===== src/rtl/setx_pkg.sv =====
package setx_pkg;
   localparam int SETX_GID_W = 10;
   localparam int SETX_BMP_W = 32;
   localparam int SETX_N_IN  = 8;

   typedef enum logic [1:0] {
      ACT_IDLE,
      ACT_DROP_A,
      ACT_DROP_B,
      ACT_MATCH
   } setx_act_e;
endpackage


===== src/rtl/setx_decide.sv =====
module setx_decide
   import setx_pkg::*;
#(
   parameter int GID_W      = SETX_GID_W,
   parameter int BMP_W      = SETX_BMP_W,
   parameter bit DROP_EMPTY = 1'b1
) (
   input  logic                     a_valid,
   input  logic [GID_W+BMP_W-1:0]   a_word,
   input  logic                     b_valid,
   input  logic [GID_W+BMP_W-1:0]   b_word,
   input  logic                     advance,
   output logic                     take_a,
   output logic                     take_b,
   output logic                     emit,
   output logic [GID_W+BMP_W-1:0]   res_word
);
   localparam logic [GID_W-1:0] MARK = {GID_W{1'b1}};

   logic [GID_W-1:0] gid_a, gid_b;
   logic [BMP_W-1:0] anded;
   logic             at_mark, keep;
   setx_act_e        act;

   assign gid_a   = a_word[GID_W+BMP_W-1:BMP_W];
   assign gid_b   = b_word[GID_W+BMP_W-1:BMP_W];
   assign anded   = a_word[BMP_W-1:0] & b_word[BMP_W-1:0];
   assign at_mark = (gid_a == MARK);

   always_comb begin
      act = ACT_IDLE;
      if (a_valid && b_valid && advance) begin
         if (gid_a < gid_b)      act = ACT_DROP_A;
         else if (gid_b < gid_a) act = ACT_DROP_B;
         else                    act = ACT_MATCH;
      end
   end

   generate
      if (DROP_EMPTY) begin : g_drop_empty
         assign keep = at_mark || (|anded);
      end else begin : g_keep_all
         assign keep = 1'b1;
      end
   endgenerate

   assign take_a   = (act == ACT_DROP_A) || (act == ACT_MATCH);
   assign take_b   = (act == ACT_DROP_B) || (act == ACT_MATCH);
   assign emit     = (act == ACT_MATCH) && keep;
   assign res_word = at_mark ? {MARK, {BMP_W{1'b0}}} : {gid_a, anded};
endmodule


===== src/rtl/setx_pe.sv =====
module setx_pe
   import setx_pkg::*;
#(
   parameter int GID_W      = SETX_GID_W,
   parameter int BMP_W      = SETX_BMP_W,
   parameter bit DROP_EMPTY = 1'b1
) (
   input  logic                     clk,
   input  logic                     rst_n,
   input  logic                     a_valid,
   input  logic [GID_W+BMP_W-1:0]   a_data,
   output logic                     a_ready,
   input  logic                     b_valid,
   input  logic [GID_W+BMP_W-1:0]   b_data,
   output logic                     b_ready,
   output logic                     o_valid,
   output logic [GID_W+BMP_W-1:0]   o_data,
   input  logic                     o_ready
);
   localparam int                WORD_W = GID_W + BMP_W;
   localparam logic [GID_W-1:0]  MARK   = {GID_W{1'b1}};

   logic              advance, emit;
   logic [WORD_W-1:0] res_word;

   assign advance = !o_valid || o_ready;

   setx_decide #(
      .GID_W      (GID_W),
      .BMP_W      (BMP_W),
      .DROP_EMPTY (DROP_EMPTY)
   ) i_decide (
      .a_valid  (a_valid),
      .a_word   (a_data),
      .b_valid  (b_valid),
      .b_word   (b_data),
      .advance  (advance),
      .take_a   (a_ready),
      .take_b   (b_ready),
      .emit     (emit),
      .res_word (res_word)
   );

   always_ff @(posedge clk) begin
      if (!rst_n) begin
         o_valid <= 1'b0;
         o_data  <= '0;
      end else if (advance) begin
         o_valid <= emit;
         if (emit) o_data <= res_word;
      end
   end


   hold_word_chk: assert property (@(posedge clk) disable iff (!rst_n)
      o_valid && !o_ready |=> o_valid && $stable(o_data));


   pair_gid_chk: assert property (@(posedge clk) disable iff (!rst_n)
      a_ready && b_ready |-> a_data[WORD_W-1:BMP_W] == b_data[WORD_W-1:BMP_W]);


   drop_low_chk: assert property (@(posedge clk) disable iff (!rst_n)
      a_ready && !b_ready |-> a_data[WORD_W-1:BMP_W] < b_data[WORD_W-1:BMP_W]);


   mark_zero_chk: assert property (@(posedge clk) disable iff (!rst_n)
      o_valid && o_data[WORD_W-1:BMP_W] == MARK |-> o_data[BMP_W-1:0] == '0);


   keep_moving_chk: assert property (@(posedge clk) disable iff (!rst_n)
      a_valid && b_valid && o_ready |-> a_ready || b_ready);

   generate
      if (DROP_EMPTY) begin : g_nz_chk

         nonzero_out_chk: assert property (@(posedge clk) disable iff (!rst_n)
            o_valid && o_data[WORD_W-1:BMP_W] != MARK |-> o_data[BMP_W-1:0] != '0);
      end
   endgenerate
endmodule


===== src/rtl/setx_tree.sv =====
module setx_tree
   import setx_pkg::*;
#(
   parameter int N_IN       = SETX_N_IN,
   parameter int GID_W      = SETX_GID_W,
   parameter int BMP_W      = SETX_BMP_W,
   parameter bit DROP_EMPTY = 1'b1
) (
   input  logic                           clk,
   input  logic                           rst_n,
   input  logic [N_IN-1:0]                in_valid,
   input  logic [N_IN*(GID_W+BMP_W)-1:0]  in_data,
   output logic [N_IN-1:0]                in_ready,
   output logic                           out_valid,
   output logic [GID_W+BMP_W-1:0]         out_data,
   input  logic                           out_ready
);
   localparam int WORD_W  = GID_W + BMP_W;
   localparam int N_NODE  = 2 * N_IN - 1;
   localparam int LEAF0   = N_IN - 1;

   generate
      if (N_IN < 2 || (N_IN & (N_IN - 1)) != 0) begin : g_bad_n
         $error("setx_tree: N_IN must be a power of two, at least 2");
      end
      if (GID_W < 2 || BMP_W < 1) begin : g_bad_w
         $error("setx_tree: GID_W must be at least 2 and BMP_W at least 1");
      end
   endgenerate

   logic [N_NODE-1:0] nd_valid, nd_ready;
   logic [WORD_W-1:0] nd_data [N_NODE];

   genvar k;
   generate
      for (k = 0; k < N_IN; k++) begin : g_leaf
         assign nd_valid[LEAF0+k] = in_valid[k];
         assign nd_data[LEAF0+k]  = in_data[k*WORD_W +: WORD_W];
         assign in_ready[k]       = nd_ready[LEAF0+k];
      end
      for (k = 0; k < N_IN - 1; k++) begin : g_cell
         setx_pe #(
            .GID_W      (GID_W),
            .BMP_W      (BMP_W),
            .DROP_EMPTY (DROP_EMPTY)
         ) i_pe (
            .clk     (clk),
            .rst_n   (rst_n),
            .a_valid (nd_valid[2*k+1]),
            .a_data  (nd_data[2*k+1]),
            .a_ready (nd_ready[2*k+1]),
            .b_valid (nd_valid[2*k+2]),
            .b_data  (nd_data[2*k+2]),
            .b_ready (nd_ready[2*k+2]),
            .o_valid (nd_valid[k]),
            .o_data  (nd_data[k]),
            .o_ready (nd_ready[k])
         );
      end
   endgenerate

   assign out_valid   = nd_valid[0];
   assign out_data    = nd_data[0];
   assign nd_ready[0] = out_ready;
endmodule


===== config.mk =====
export PLATFORM = sky130hd
export DESIGN_NAME = setx_tree
export DESIGN_NICKNAME = d
export VERILOG_FILES = /design/src/rtl/setx_pkg.sv /design/src/rtl/setx_decide.sv /design/src/rtl/setx_pe.sv /design/src/rtl/setx_tree.sv
export SDC_FILE = /design/constraint.sdc
export NUM_CORES = 1
export LEC_CHECK = 0
export BUFFER_PORTS_ARGS = -buffer_cell sky130_fd_sc_hd__buf_2
export CORE_AREA = 5 5 188 190
export DETAILED_ROUTE_END_ITERATION = 12
export DIE_AREA = 0 0 193 195
export HOLD_SLACK_MARGIN = 0.05
export MAX_ROUTING_LAYER = met4
export PLACE_DENSITY = 0.74
export SETUP_SLACK_MARGIN = 0.3
export SLEW_MARGIN = 5
export SYNTH_ARGS = -nofsm -noshare
export SYNTH_HDL_FRONTEND = slang
export SYNTH_SLANG_ARGS = --single-unit

===== constraint.sdc =====
create_clock -name clk -period 3.24 [get_ports clk]
set_clock_uncertainty 0.1 [all_clocks]
set_input_delay 0.648 -clock clk [delete_from_list [all_inputs] [get_ports clk]]
set_output_delay 0.648 -clock clk [all_outputs]
set_load 0.05 [all_outputs]

======== Word level (Yosys, flattened, before mapping) ========
Index checks and enable logic that the tools add are counted.
word-level totals
  input bits .............................. 347
  register bits after elaboration ......... 301
  output and inout port bits .............. 51
  word-level logic and storage cells ...... 161
cells by class
  equal/unequal tests ..................... 28
  reductions and logical operators ........ 70
  $lt $le $gt $ge ......................... 14
  bitwise logic cells ..................... 7
  mux-type cells .......................... 28
operators by type and width
  cell                                           number
  two-way mux 42 bit                             7
  AND 32 bit                                     7
  OR reduction 32 bit                            7
  less-than comparator 10 bit                    14
  == test 10 bit, second input constant          7
  == test 2 bit, second input constant           14
  logical OR 1 bit                               28
  two-way mux 2 bit                              14
  logical AND 1 bit                              21
  == test 2 x 1 -> 1 bit, second input constant  7
  AND reduction 2 bit                            7
  logical NOT 1 bit                              7
  two-way mux 1 bit                              7

======== Longest topological paths before layout ========
  depth in word-level cells ............... 17
  mapped depth ............................ 11
  mapped depth without buffers ............ 8

======== By module ========
From an unflattened synthesis, not the netlist that was laid out.
unflattened totals
  cells, all modules ...................... 2241
  area total of the unflattened synthesis .. 17251.5 µm²
by module, submodules not included
  module                                      seq. area each (µm²)  area each (µm²)  cells each  times used
  setx_pe                                     860.8                 1760.4           187         7
  setx_decide at g_cell[3].i_pe.i_decide ...  0.0                   713.2            132         4
  setx_decide at g_cell[0].i_pe.i_decide ...  0.0                   671.9            132         3
  setx_tree                                   0.0                   60.1             8           1

======== Worst setup path before layout ========
OpenSTA, ideal clock, no wires.
  path type ............................... register -> output
  start ................................... register g_cell[1].i_pe.o_data[39]
  end ..................................... output port in_ready[7]
  path buffers ............................ 4
  stages on the path, launching flop included .. 12
  data arrival time ....................... 2553 ps
  slack ................................... -61 ps
  cells stage by stage .................... dfxtp_1 -> inv_1 -> ha_1 -> a211oi_1 -> nor2_1 -> a2111o_1 -> and4_4 -> buf_2 -> buf_2 -> buf_1 -> nor4_1 -> buf_4
between the ends
  longest elaborated chain between the ends .. 16
  elaborated cells on any way between the ends .. 20
  those cells by class .................... order compare: 2; eq/ne: 6; mux: 5; reduce/logical: 7
ends and longest elaborated chain
  item                         RTL line           source
  from (decl)                  setx_pe.sv:17      output logic [GID_W+BMP_W-1:0] o_data,
  from (signal assigned)       setx_pe.sv:50      if (emit) o_data <= res_word;
  less-than comparator 10 bit  setx_decide.sv:34  else if (gid_b < gid_a) act = ACT_DROP_B;
  two-way mux 1 bit            setx_decide.sv:34
  two-way mux 2 bit (*)        setx_decide.sv:33  if (gid_a < gid_b) act = ACT_DROP_A;
  two-way mux 2 bit (*)        setx_decide.sv:32  if (a_valid && b_valid && advance) begin
  == test 2 bit                setx_decide.sv:48  assign take_b = (act == ACT_DROP_B) || (act == ACT_MATCH);
  logical OR 1 bit (*)         setx_decide.sv:48
  logical OR 1 bit (*)         setx_pe.sv:26      assign advance = !o_valid || o_ready;
  logical AND 1 bit (*)        setx_decide.sv:32
  two-way mux 2 bit (*)        setx_decide.sv:32
  == test 2 bit                setx_decide.sv:48
  logical OR 1 bit (*)         setx_decide.sv:48
  logical OR 1 bit (*)         setx_pe.sv:26
  logical AND 1 bit (*)        setx_decide.sv:32
  two-way mux 2 bit (*)        setx_decide.sv:32
  == test 2 bit                setx_decide.sv:48
  logical OR 1 bit (*)         setx_decide.sv:48
  to (decl)                    setx_tree.sv:13    output logic [N_IN-1:0] in_ready,
Mark *: on every way between the ends. The rest lies on a longest branch, timed or not.

======== Worst setup path in the final report ========
  start ................................... register g_cell[5].i_pe.o_data[37]
  end ..................................... output port in_ready[4]
between the ends
  longest elaborated chain between the ends .. 11
  elaborated cells on any way between the ends .. 14
  those cells by class .................... order compare: 2; eq/ne: 4; mux: 4; reduce/logical: 4
ends and longest elaborated chain
  item                                                            RTL line           source
  from (decl)                                                     setx_pe.sv:17
  from (signal assigned)                                          setx_pe.sv:50
  less-than comparator 10 bit                                     setx_decide.sv:34
  two-way mux 1 bit                                               setx_decide.sv:34
  two-way mux 2 bit (*)                                           setx_decide.sv:33
  two-way mux 2 bit (*)                                           setx_decide.sv:32
  == test 2 x 1 -> 1 bit / == test 2 bit (equally long branches)  setx_decide.sv:47  assign take_a = (act == ACT_DROP_A) || (act == ACT_MATCH);
  logical OR 1 bit (*)                                            setx_decide.sv:47
  logical OR 1 bit (*)                                            setx_pe.sv:26
  logical AND 1 bit (*)                                           setx_decide.sv:32
  two-way mux 2 bit (*)                                           setx_decide.sv:32
  == test 2 x 1 -> 1 bit / == test 2 bit (equally long branches)  setx_decide.sv:47
  logical OR 1 bit (*)                                            setx_decide.sv:47
Marked as above.

==> summary.md <==
| Metric | Value |
|---|---|
| CP required | `approximately 2.5 ns` |
| CTS tree | `done` |
| Layout cell share with drive strength beyond 1 | `between 20% and 30%` |
| I/O pins | `398` |
| Design Area, Final | `between 20000 and 25000 µm²` |
| Placed Cells | `roughly 2600` |
| Synth Instances | `1906` |
| CTS H-tree depth | `1` |
| Cell Area, Synth | `between 15000 and 20000 µm²` |
| Global-route wire length before repair | `81500 µm` |
| PwrDens | `between 400 and 500 nW/µm²` |
| Crit path cell chain | `inv_2, ha_4, nand4_1, a211oi_2, a2111oi_4, buf_4, a311oi_2, o21ai_1, a21oi_1, buf_4` |
| Clk Latency, worst-skew pair | `just under 0.6 ns` |
| Worst path slowest cell | `a211oi_2` |
| DIE AREA | `about 38000 µm²` |
| Initial drt markers | `1429` |
| Largest net degree at the start of global routing | `160` |
| Clock power frac | `47.6%` |
| Clk sinks | `roughly 300` |
| Tcrit/Tclk final | `109%` |
| Routed wire per std cell | `roughly 20 µm` |
| Dpl cell area | `approximately 19000 µm²` |
| Initial Utilization | `about 48%` |
| Crit end category | `primary output` |
| Seq pwr share | `approximately 44%` |
| Final Setup Violations | `8` |
| Yosys cell types | `between 50 and 60` |
| WS Path Type | `reg -> out` |
| Max clock buf depth | `3` |
| Final hold violations | `0` |
| Synth area leader | `dfxtp_1` |
| Post-route antenna net violation count | `0` |
| Setup TNS | `-1.36 ns` |
| Critical path buffers and inverters | `3` |
| Dominant cells by area after synthesis | `dfxtp_1, mux2i_1, nand4_1` |
| Vias in the first global route | `15900` |
| WP data arrival | `2.77 ns` |
| Nets | `2684` |
| Drt pass-1 iters | `6` |
| Max incr delay on CP | `0.36 ns` |
| Initial antenna violation count | `0` |
| Comb pwr share | `8.4%` |
| Core Area | `~33000 µm²` |
| Yosys reg bits | `between 300 and 400` |
| Net Sw Frac | `between 20% and 30%` |
| GP Congestion | `0.933` |
| Static leakage | `between 8 and 9 nW` |
| Antenna Cells | `0` |
| Hold WC Path Type | `in -> reg` |
| Yosys warns | `0` |
| Status | `complete, but fails checks` |
| Hold_ws | `approximately 0.24 ns` |
| Area Overhead vs Synth | `27.6%` |
| DR DRC count | `0` |
| Most frequent CP cell | `buf_4` |
| Post-Layout Cell Count | `approximately 2700` |
| RSZ-0062 raised after global routing | `yes` |
| Cell internal pwr | `6.48 mW` |
| Reg clk slew, reported paths | `~0.060 ns` |
| GRT Util Overall | `roughly 27%` |
| Total number of vias | `~16000` |
| Die Y-Extent | `between 150 and 200 µm` |
| Worst slew pin tran | `just under 0.8 ns` |
| Syn_nets | `about 2300` |
| Row cnt | `67` |
| Max-capacitance violation count | `0` |
| Final Power | `about 8.4 mW` |
| Syn avg cell area | `8.46 µm²` |
| Sequential fraction of the synthesis area | `37.3%` |
| Die Span X | `around 190 µm` |
| Startpoint types | `flop` |
| Fin. max-slew vios | `0` |
| Primary FF master, synth | `dfxtp_1` |
| Failing checks | `setup timing` |
| Largest delay share family, worst path | `compound AO/OA/AOI/OAI gates` |
| Total global routing overflow | `0` |
| Final core utilization | `roughly 62%` |
| Slew HR | `~47%` |
| CTS Root Cell | `clkbuf_16` |
| Fmax | `284 MHz` |
| Number of synthesized flops with an enable pin | `0` |
| Dpl ws | `~0.025 ns` |
| IO Port Bufs | `between 300 and 400` |
| Final HPWL from detailed placement | `around 40000 µm` |
| Area share of the largest cell type after synthesis | `between 30% and 40%` |
| Psw | `around 1.9 mW` |
| DR vias/cell | `approximately 6` |
| CP max FO | `3` |
| Final min period | `3.52 ns` |
| VDD IR max | `roughly 0.53 mV` |
| Setup slack after layout | `-0.280 ns` |
| Total CTS buffers | `31` |
| Ys async rst share | `0%` |
| Post-Route WL | `about 54000 µm` |
| Filler instances | `between 2000 and 3000` |
-- layout by cell type, fill, tap and decap left out, drive strengths merged, types with 4 or more instances in the layout --
cell / instances
buf: 482
nand2: 330
dfxtp: 301
nand4: 212
mux2i: 210
a21oi: 105
a22oi: 94
inv: 84
ha: 70
o21ai: 55
or4: 46
clkbuf: 46
nor2: 45
o31ai: 42
o2111ai: 35
nand3: 20
nor3: 11
and4: 9
nand2b: 9
bufinv: 7
clkinv: 7
a211oi: 6
and3: 6
a21o: 5
o21a: 5
a2111oi: 5
nor2b: 5
nor4: 5
a221oi: 4
a31oi: 4
-- cell families after synthesis --
| kind of cell | synth area share (%) |
|---|---|
| DFF | 37.3 |
| muxes | 13.0 |
| AOI/OAI and AO/OA | 15.6 |
| and+or+nand+nor | 21.9 |
| buffers and inverters | 6.62 |
| adders and majority gates | 5.43 |
-- power by group through the flow --
stage	logic [mW]	registers (mW)	clock network, mW
2_1_floorplan	0.323	3.78	0
3_3_place_gp	0.660	3.78	0
3_5_place_dp	0.681	3.78	0
4_1_cts	0.694	3.70	4.05
5_1_grt	0.772	3.70	4.21
6_report	0.702	3.70	4.00
-- area by class of cell --
| type | count | area (µm²) | area share, % |
|---|---|---|---|
| flip-flops and latches | 301 | 6060 | 29.4 |
| multi-input cells | 1362 | 9530 | 46.3 |
| clock inverters | 15 | 275 | 1.34 |
| inverters | 85 | 325 | 1.58 |
| repair buffers | 486 | 2960 | 14.4 |
| clock buffers | 42 | 887 | 4.31 |
| well taps | 448 | 561 | 2.72 |
-- sequential cells by signal, indices dropped and copies added, names as in the netlist --
register             flops
g_cell.i_pe.o_data     294
g_cell.i_pe.o_valid      7
-- final timing paths --
kind / slack [ns] / start / depth (start not counted) / endpoint
max: -0.28 / g_cell[5].i_pe.o_data[37] / 10 / in_ready[4]
min: 0.24 / in_data[45] / 3 / g_cell[3].i_pe.o_data[3]
max reg2reg: 0.28 / g_cell[5].i_pe.o_data[37] / 14 / g_cell[5].i_pe.o_data[30]
min reg2reg: 0.37 / g_cell[2].i_pe.o_data[32] / 2 / g_cell[2].i_pe.o_data[32]
-- cell usage after synthesis, drive strengths merged, types with 2 or more instances --
cell type	n
mux2i	210
nor3	11
o211ai	2
nand3	20
o31ai	42
nand4	212
o21ai	53
a21oi	105
ha	70
and4	9
dfxtp	301
a22oi	94
nand2	330
nor2b	5
o21a	5
nor2	45
nor4	5
a2111o	3
or3	3
o2111ai	35
a2111oi	5
inv	84
a31oi	4
clkbuf	115
a2bb2oi	2
a211oi	6
nand2b	9
or4	46
o2111a	3
and3	6
buf	45
a221oi	4
a21o	5
-- metal layers --
layer | global-route usage [%] | routed length (µm) | up-vias
met5 | - | 0 | -
met4 | 7.26 | 1500 | 0
met3 | 3.27 | 4190 | 99
met2 | 43.1 | 25100 | 676
met1 | 37.2 | 23600 | 7897
li1 | - | - | 7827
-- worst register-to-register path, stage by stage, from the launching register on --
cell and delay, ns:
dfxtp_2 0.35, inv_2 0.05, ha_4 0.27, nand4_1 0.16, a211oi_2 0.36, a2111oi_4 0.08, buf_4 0.17, a311oi_2 0.26
buf_4 0.17, buf_4 0.10, buf_6 0.09, o2111a_2 0.23, buf_6 0.15, clkbuf_16 0.17, mux2i_1 0.19
-- timing repair --
item	CTS	global route
endpoints found under the setup margin	129	242
pin swaps	26	14
gates cloned	0	9
hold buffers	0	0
resized for setup	82	33
setup buffers	26	10
Power figures use the tool's default switching activity.
